### config.mk
export PLATFORM = sky130hd
export DESIGN_NAME = bt_health_tester
export DESIGN_NICKNAME = d
export VERILOG_FILES = /design/src/rtl/bt_pkg.sv /design/src/rtl/bt_interval_timer.sv /design/src/rtl/bt_load_window.sv /design/src/rtl/bt_warn_latch.sv /design/src/rtl/bt_health_tester.sv
export SDC_FILE = /design/constraint.sdc
export NUM_CORES = 1
export LEC_CHECK = 0
export ABC_AREA = 1
export BUFFER_PORTS_ARGS = -buffer_cell sky130_fd_sc_hd__buf_2
export CAP_MARGIN = 20
export CORE_ASPECT_RATIO = 0.6
export CORE_MARGIN = 10
export CORE_UTILIZATION = 49
export DETAILED_ROUTE_END_ITERATION = 7
export PLACE_DENSITY_LB_ADDON = 0.08
export RECOVER_POWER = 25
export SLEW_MARGIN = 20
export SYNTH_ARGS = -nofsm -noshare
export SYNTH_HDL_FRONTEND = slang
export SYNTH_HIERARCHICAL = 1
export SYNTH_SLANG_ARGS = --single-unit
### constraint.sdc
create_clock -name clk -period 2.5 [get_ports clk]
set_clock_uncertainty 0.1 [all_clocks]
set_input_delay 0.125 -clock clk [delete_from_list [all_inputs] [get_ports clk]]
set_output_delay 0.125 -clock clk [all_outputs]
set_load 0.02 [all_outputs]
### src/rtl/bt_pkg.sv
package bt_pkg;
  typedef enum logic {
    KIND_PERIODIC = 1'b0,
    KIND_POWERUP  = 1'b1
  } kind_e;

  function automatic int cnt_width(input int n);
    return (n > 1) ? $clog2(n) : 1;
  endfunction
endpackage

### src/rtl/bt_interval_timer.sv
module bt_interval_timer #(
  parameter int INTERVAL_TICKS = 86400
) (
  input  logic clk,
  input  logic rst_n,
  input  logic clr,
  input  logic run,
  input  logic tick,
  output logic due
);
  localparam int W = bt_pkg::cnt_width(INTERVAL_TICKS);
  localparam logic [W-1:0] LAST = W'(INTERVAL_TICKS - 1);

  logic [W-1:0] cnt_q;

  assign due = run && tick && (cnt_q == LAST);

  always_ff @(posedge clk or negedge rst_n) begin
    if (!rst_n) begin
      cnt_q <= '0;
    end else if (clr) begin
      cnt_q <= '0;
    end else if (run && tick) begin
      cnt_q <= due ? '0 : cnt_q + 1'b1;
    end
  end
endmodule

### src/rtl/bt_load_window.sv
module bt_load_window #(
  parameter int LOAD_TICKS = 1
) (
  input  logic clk,
  input  logic rst_n,
  input  logic start,
  input  logic abort,
  input  logic tick,
  output logic active,
  output logic done
);
  localparam int W = bt_pkg::cnt_width(LOAD_TICKS);
  localparam logic [W-1:0] LAST = W'(LOAD_TICKS - 1);

  logic [W-1:0] cnt_q;
  logic         act_q;

  assign active = act_q;
  assign done   = act_q && !abort && tick && (cnt_q == LAST);

  always_ff @(posedge clk or negedge rst_n) begin
    if (!rst_n) begin
      act_q <= 1'b0;
      cnt_q <= '0;
    end else if (abort) begin
      act_q <= 1'b0;
      cnt_q <= '0;
    end else if (start) begin
      act_q <= 1'b1;
      cnt_q <= '0;
    end else if (act_q && tick) begin
      if (done) begin
        act_q <= 1'b0;
        cnt_q <= '0;
      end else begin
        cnt_q <= cnt_q + 1'b1;
      end
    end
  end
endmodule

### src/rtl/bt_warn_latch.sv
module bt_warn_latch (
  input  logic          clk,
  input  logic          rst_n,
  input  logic          judge,
  input  logic          fail,
  input  bt_pkg::kind_e kind,
  output logic          warn
);
  always_ff @(posedge clk or negedge rst_n) begin
    if (!rst_n) begin
      warn <= 1'b0;
    end else if (judge) begin
      if (fail) begin
        warn <= 1'b1;
      end else if (kind == bt_pkg::KIND_POWERUP) begin
        warn <= 1'b0;
      end
    end
  end
endmodule

### src/rtl/bt_health_tester.sv
module bt_health_tester #(
  parameter int INTERVAL_TICKS = 86400,
  parameter int LOAD_TICKS     = 1
) (
  input  logic clk,
  input  logic rst_n,
  input  logic mon_en,
  input  logic pwr_up,
  input  logic tick,
  input  logic bat_low,
  output logic load_en,
  output logic warn_n
);
  import bt_pkg::*;

  logic  active, done, due, warn;
  logic  pend_q;
  kind_e kind_q;
  logic  can_start, start_pu, start_per, abort, run, clr;

  assign abort     = active && !mon_en;
  assign can_start = mon_en && !active;
  assign start_pu  = can_start && (pend_q || pwr_up);
  assign start_per = can_start && !start_pu && due;
  assign run       = can_start && !warn && !pend_q && !pwr_up;
  assign clr       = start_pu || done;

  bt_interval_timer #(.INTERVAL_TICKS(INTERVAL_TICKS)) ivl_i (
    .clk(clk), .rst_n(rst_n), .clr(clr), .run(run), .tick(tick), .due(due)
  );

  bt_load_window #(.LOAD_TICKS(LOAD_TICKS)) win_i (
    .clk(clk), .rst_n(rst_n), .start(start_pu || start_per), .abort(abort),
    .tick(tick), .active(active), .done(done)
  );

  bt_warn_latch warn_i (
    .clk(clk), .rst_n(rst_n), .judge(done), .fail(bat_low), .kind(kind_q),
    .warn(warn)
  );

  always_ff @(posedge clk or negedge rst_n) begin
    if (!rst_n) begin
      pend_q <= 1'b0;
      kind_q <= KIND_PERIODIC;
    end else begin
      pend_q <= (pend_q || pwr_up || (abort && kind_q == KIND_POWERUP)) && !start_pu;
      if (start_pu) begin
        kind_q <= KIND_POWERUP;
      end else if (start_per) begin
        kind_q <= KIND_PERIODIC;
      end
    end
  end

  assign load_en = active && mon_en;
  assign warn_n  = !warn;
endmodule

==> summary.txt <==
GRT
  • Global-route wire length before repair: 5980 um
  • Vias in the first global route: 1278
  • GR Overflow Total: 0
  • Antenna violations before repair: 0
  • Gr usage total: 0.142
  • Met2 Use GR: 0.216
  • Met3 Use GR: 0.0456
  • Busiest grt layer: met2
  • Met1 Use GR: 0.193
  • Pin count of the biggest net entering global routing: 23

Timing
  • Final Hold Viols: 0
  • Fmax: 0.498 GHz
  • Slew @ Worst Pin: 1.19 ns
  • Tcrit/Tclk final: 0.804
  • Max-slew headroom: 0.209
  • Worst setup margin: 0.491 ns
  • Tmin final: 2.01 ns
  • Final setup fails: 0
  • Unrepaired setup endpoints after global routing: no
  • Count of pins over their slew limit: 0
  • Setup TNS: 0 ns

Setup path
  • Largest stage delay, worst path: 0.42 ns
  • CP max FO: 10
  • Kind of critical path: reg2reg
  • Crit-path slowest cell: dfrtp_1
  • Reg2reg setup slack: 0.49 ns
  • CP startpoint kind: flip-flop
  • Worst Path Required: 2.55 ns
  • Start of the worst register-to-register path: win_i/active$_DFFE_PN0P_
  • Kind of end point of the critical path: flip-flop
  • Crit path arrival time: 2.06 ns
  • Reg-to-reg endpoint: ivl_i/cnt_q[8]$_DFFE_PN0P_
  • Worst path cell trace: inv_2, nor2_2, nor2_1, nand2_1, inv_1, inv_1, nand2_1, inv_2, nand2_1, buf_4, nand3_4, inv_1, o22ai_1, nor2_1
  • R2R depth: 14

Pwr
  • P_int: 0.000593 W
  • LEAKAGE: 0.778 nW
  • Logic pwr share: 0.294
  • Pwr Density: 585 mW/mm^2
  • Clk pwr share: 0.273
  • Peak VDD IR: 331 uV
  • Sw frac: 0.360
  • Sw Pwr: 0.000334 W
  • Part of the power in registers: 0.433

Cells and area
  • Final nets: 225
  • Filler cell count: 277
  • Layout cells sized above 1: 0.180
  • Utilization after layout: 0.559
  • Ant. Diodes: 0
  • Area Growth Syn to Fin: 11.3%

Detailed routing
  • Routed vias/inst: 5.03
  • DRT Wirelength: 3440 um
  • Number of DRC markers in iteration 0: 189
  • Post-route ant nets: 0
  • Drt wl/cell: 13.3 um
  • First-pass iteration count of the detailed router: 5
  • Vias: 1303
  • Drt drc: 0

Clock network
  • Root Driver: clkbuf_8
  • Clk sinks: 22
  • Clock buffer count from CTS: 3
  • Worst-Skew Late Latency: 0.26 ns
  • H-tree depth: 1
  • CTS tree: yes
  • Post-CTS setup buffer count: 0
  • CTS Buffer Depth: 2
  • Reg clk slew, reported paths: 0.08 ns
  • Hold Buf Count CTS: 2
  • Post-CTS Resized: 0

Hold path
  • Hold_sp: pwr_up
  • Hold EP: pend_q$_DFF_PN0_
  • Hold Path Depth: 4
  • HP Class: in2reg

Placement
  • Placement Setup Slack: 0.530 ns
  • GPL Wtd Cong: 0.947
  • Hpwl dp: 2710 um
  • Buffers on Ports: 7

Die
  • Initial Util: 0.502
  • DIE AREA: 0.00553 mm^2
  • Row count: 15
  • # IOs: 8
  • Die X: 89.6 um
  • Die Y: 61.8 um
  • Core area: 0.00283 mm^2

Yosys
  • Yosys warns: 6
  • Synthesized Nets: 211
  • Mapped Area: 0.00142 mm^2
  • Cells after Synth: 204
  • Yosys cell types: 26
  • FF+latch count, synth: 22
  • Sequential element share of the synthesized area: 0.387
  • Synth Area per Inst: 6.98 um^2

Job
  • MaxCap Viol Count: 0

Run status
  • Status: finished clean
## layer usage
metal  wire length, um  vias up  part of all wire
li1                  -      661                 -
met1              1660      584              0.48
met2              1450       54              0.42
met3               311        4             0.090
met4                24        0            0.0070
met5                 0        -                 0
## worst max-delay path: cells and delay by family, from the launching register on
family / cells / cell delay, ns
and+or+nand+nor: 7 / 0.66
buffers and inverters: 6 / 0.58
AOI/OAI and AO/OA: 1 / 0.16
DFF: 1 / 0.42
## stage by stage
step / std cells / area [um^2] / total power [W] / hold slack [ns]
floorplan: 204 / 1420 / 0.000596 / -0.271
global placement: 253 / 1510 / 0.000665 / 0.0193
detailed placement: 253 / 1510 / 0.000676 / 0.0201
CTS: 259 / 1590 / 0.000937 / 0.0517
global route: 259 / 1590 / 0.000986 / 0.0746
finish: 259 / 1590 / 0.000927 / 0.0755
## cell usage after synthesis
master	instances	area share
o21ai_1	2	0.0070
nand4_1	5	0.022
o22ai_1	1	0.0044
nand2_1	54	0.14
nor2_4	2	0.016
nor2_1	35	0.092
a31o_2	2	0.012
dfrtp_1	22	0.39
inv_1	24	0.063
nand2_2	7	0.031
o21ai_0	3	0.011
a21oi_1	3	0.011
nand3_1	18	0.063
o21bai_1	2	0.011
nand3_2	2	0.014
xnor2_1	1	0.0062
xor2_1	1	0.0062
ha_1	1	0.0088
inv_2	4	0.011
nand3_4	1	0.012
buf_4	1	0.0053
clkinv_2	1	0.0035
o211ai_1	1	0.0053
nor3_1	2	0.0070
nor2_8	1	0.014
nor2_2	8	0.035
## flip-flops by register name, indices dropped and copies added, names as in the netlist
| signal | cells |
|---|---|
| win_i/active | 1 |
| ivl_i/cnt_q | 17 |
| win_i/cnt_q | 1 |
| warn_i/warn | 1 |
| pend_q | 1 |
| kind_q | 1 |
## how the worst max path moves through the flow
stage,startpoint,endpoint,cells past startpoint
global placement,win_i/active$_DFFE_PN0P_,ivl_i/cnt_q[8]$_DFFE_PN0P_,15
global route,win_i/active$_DFFE_PN0P_,ivl_i/cnt_q[12]$_DFFE_PN0P_,16
CTS,win_i/active$_DFFE_PN0P_,ivl_i/cnt_q[8]$_DFFE_PN0P_,14
detailed placement,win_i/active$_DFFE_PN0P_,ivl_i/cnt_q[8]$_DFFE_PN0P_,14
finish,win_i/active$_DFFE_PN0P_,ivl_i/cnt_q[8]$_DFFE_PN0P_,14
floorplan,win_i/active$_DFFE_PN0P_,ivl_i/cnt_q[10]$_DFFE_PN0P_,14
## cell type report
| type | count | area [um^2] | area share |
|---|---|---|---|
| multi-input cells | 152 | 756 | 0.477 |
| well taps | 42 | 52.6 | 0.0331 |
| inverters | 29 | 110 | 0.0695 |
| repair buffers | 10 | 61.3 | 0.0387 |
| clock buffers | 4 | 55.1 | 0.0347 |
| flip-flops and latches | 22 | 551 | 0.347 |
## power groups by stage
stage	Combinational, W	Clock, W	Sequential [W]
final	0.000273	0.000253	0.000402
after global routing	0.000305	0.000277	0.000403
after detailed placement	0.000268	0	0.000408
after floorplan	0.000192	0	0.000404
after CTS	0.000272	0.000263	0.000401
after global placement	0.000260	0	0.000405
## logic make-up after synthesis
| logic type | count (synthesis) | share of synthesized area |
|---|---|---|
| compound gates | 14 | 0.0606 |
| xor+xnor | 2 | 0.0123 |
| fa+ha+maj | 1 | 0.00879 |
| buf+inv | 30 | 0.0826 |
| flops | 22 | 0.387 |
| simple gates | 135 | 0.449 |
## placed cells by master (no fill, tap or decap)
cell type      Yosys  routed
a21oi_1            3       3
a31o_2             2       2
buf_2              0       6
buf_4              1       1
clkbuf_1           0       1
clkbuf_8           0       4
clkinv_2           1       1
dfrtp_1           22      22
dlygate4sd3_1      0       2
ha_1               1       1
inv_1             24      24
inv_2              4       4
nand2_1           54      54
nand2_2            7       7
nand3_1           18      18
nand3_2            2       2
nand3_4            1       1
nand4_1            5       5
nor2_1            35      35
nor2_2             8       8
nor2_4             2       2
nor2_8             1       1
nor3_1             2       2
o211ai_1           1       1
o21ai_0            3       3
o21ai_1            2       2
o21bai_1           2       2
o22ai_1            1       1
xnor2_1            1       1
xor2_1             1       1
No activity file was read; power rests on OpenSTA's default activity.
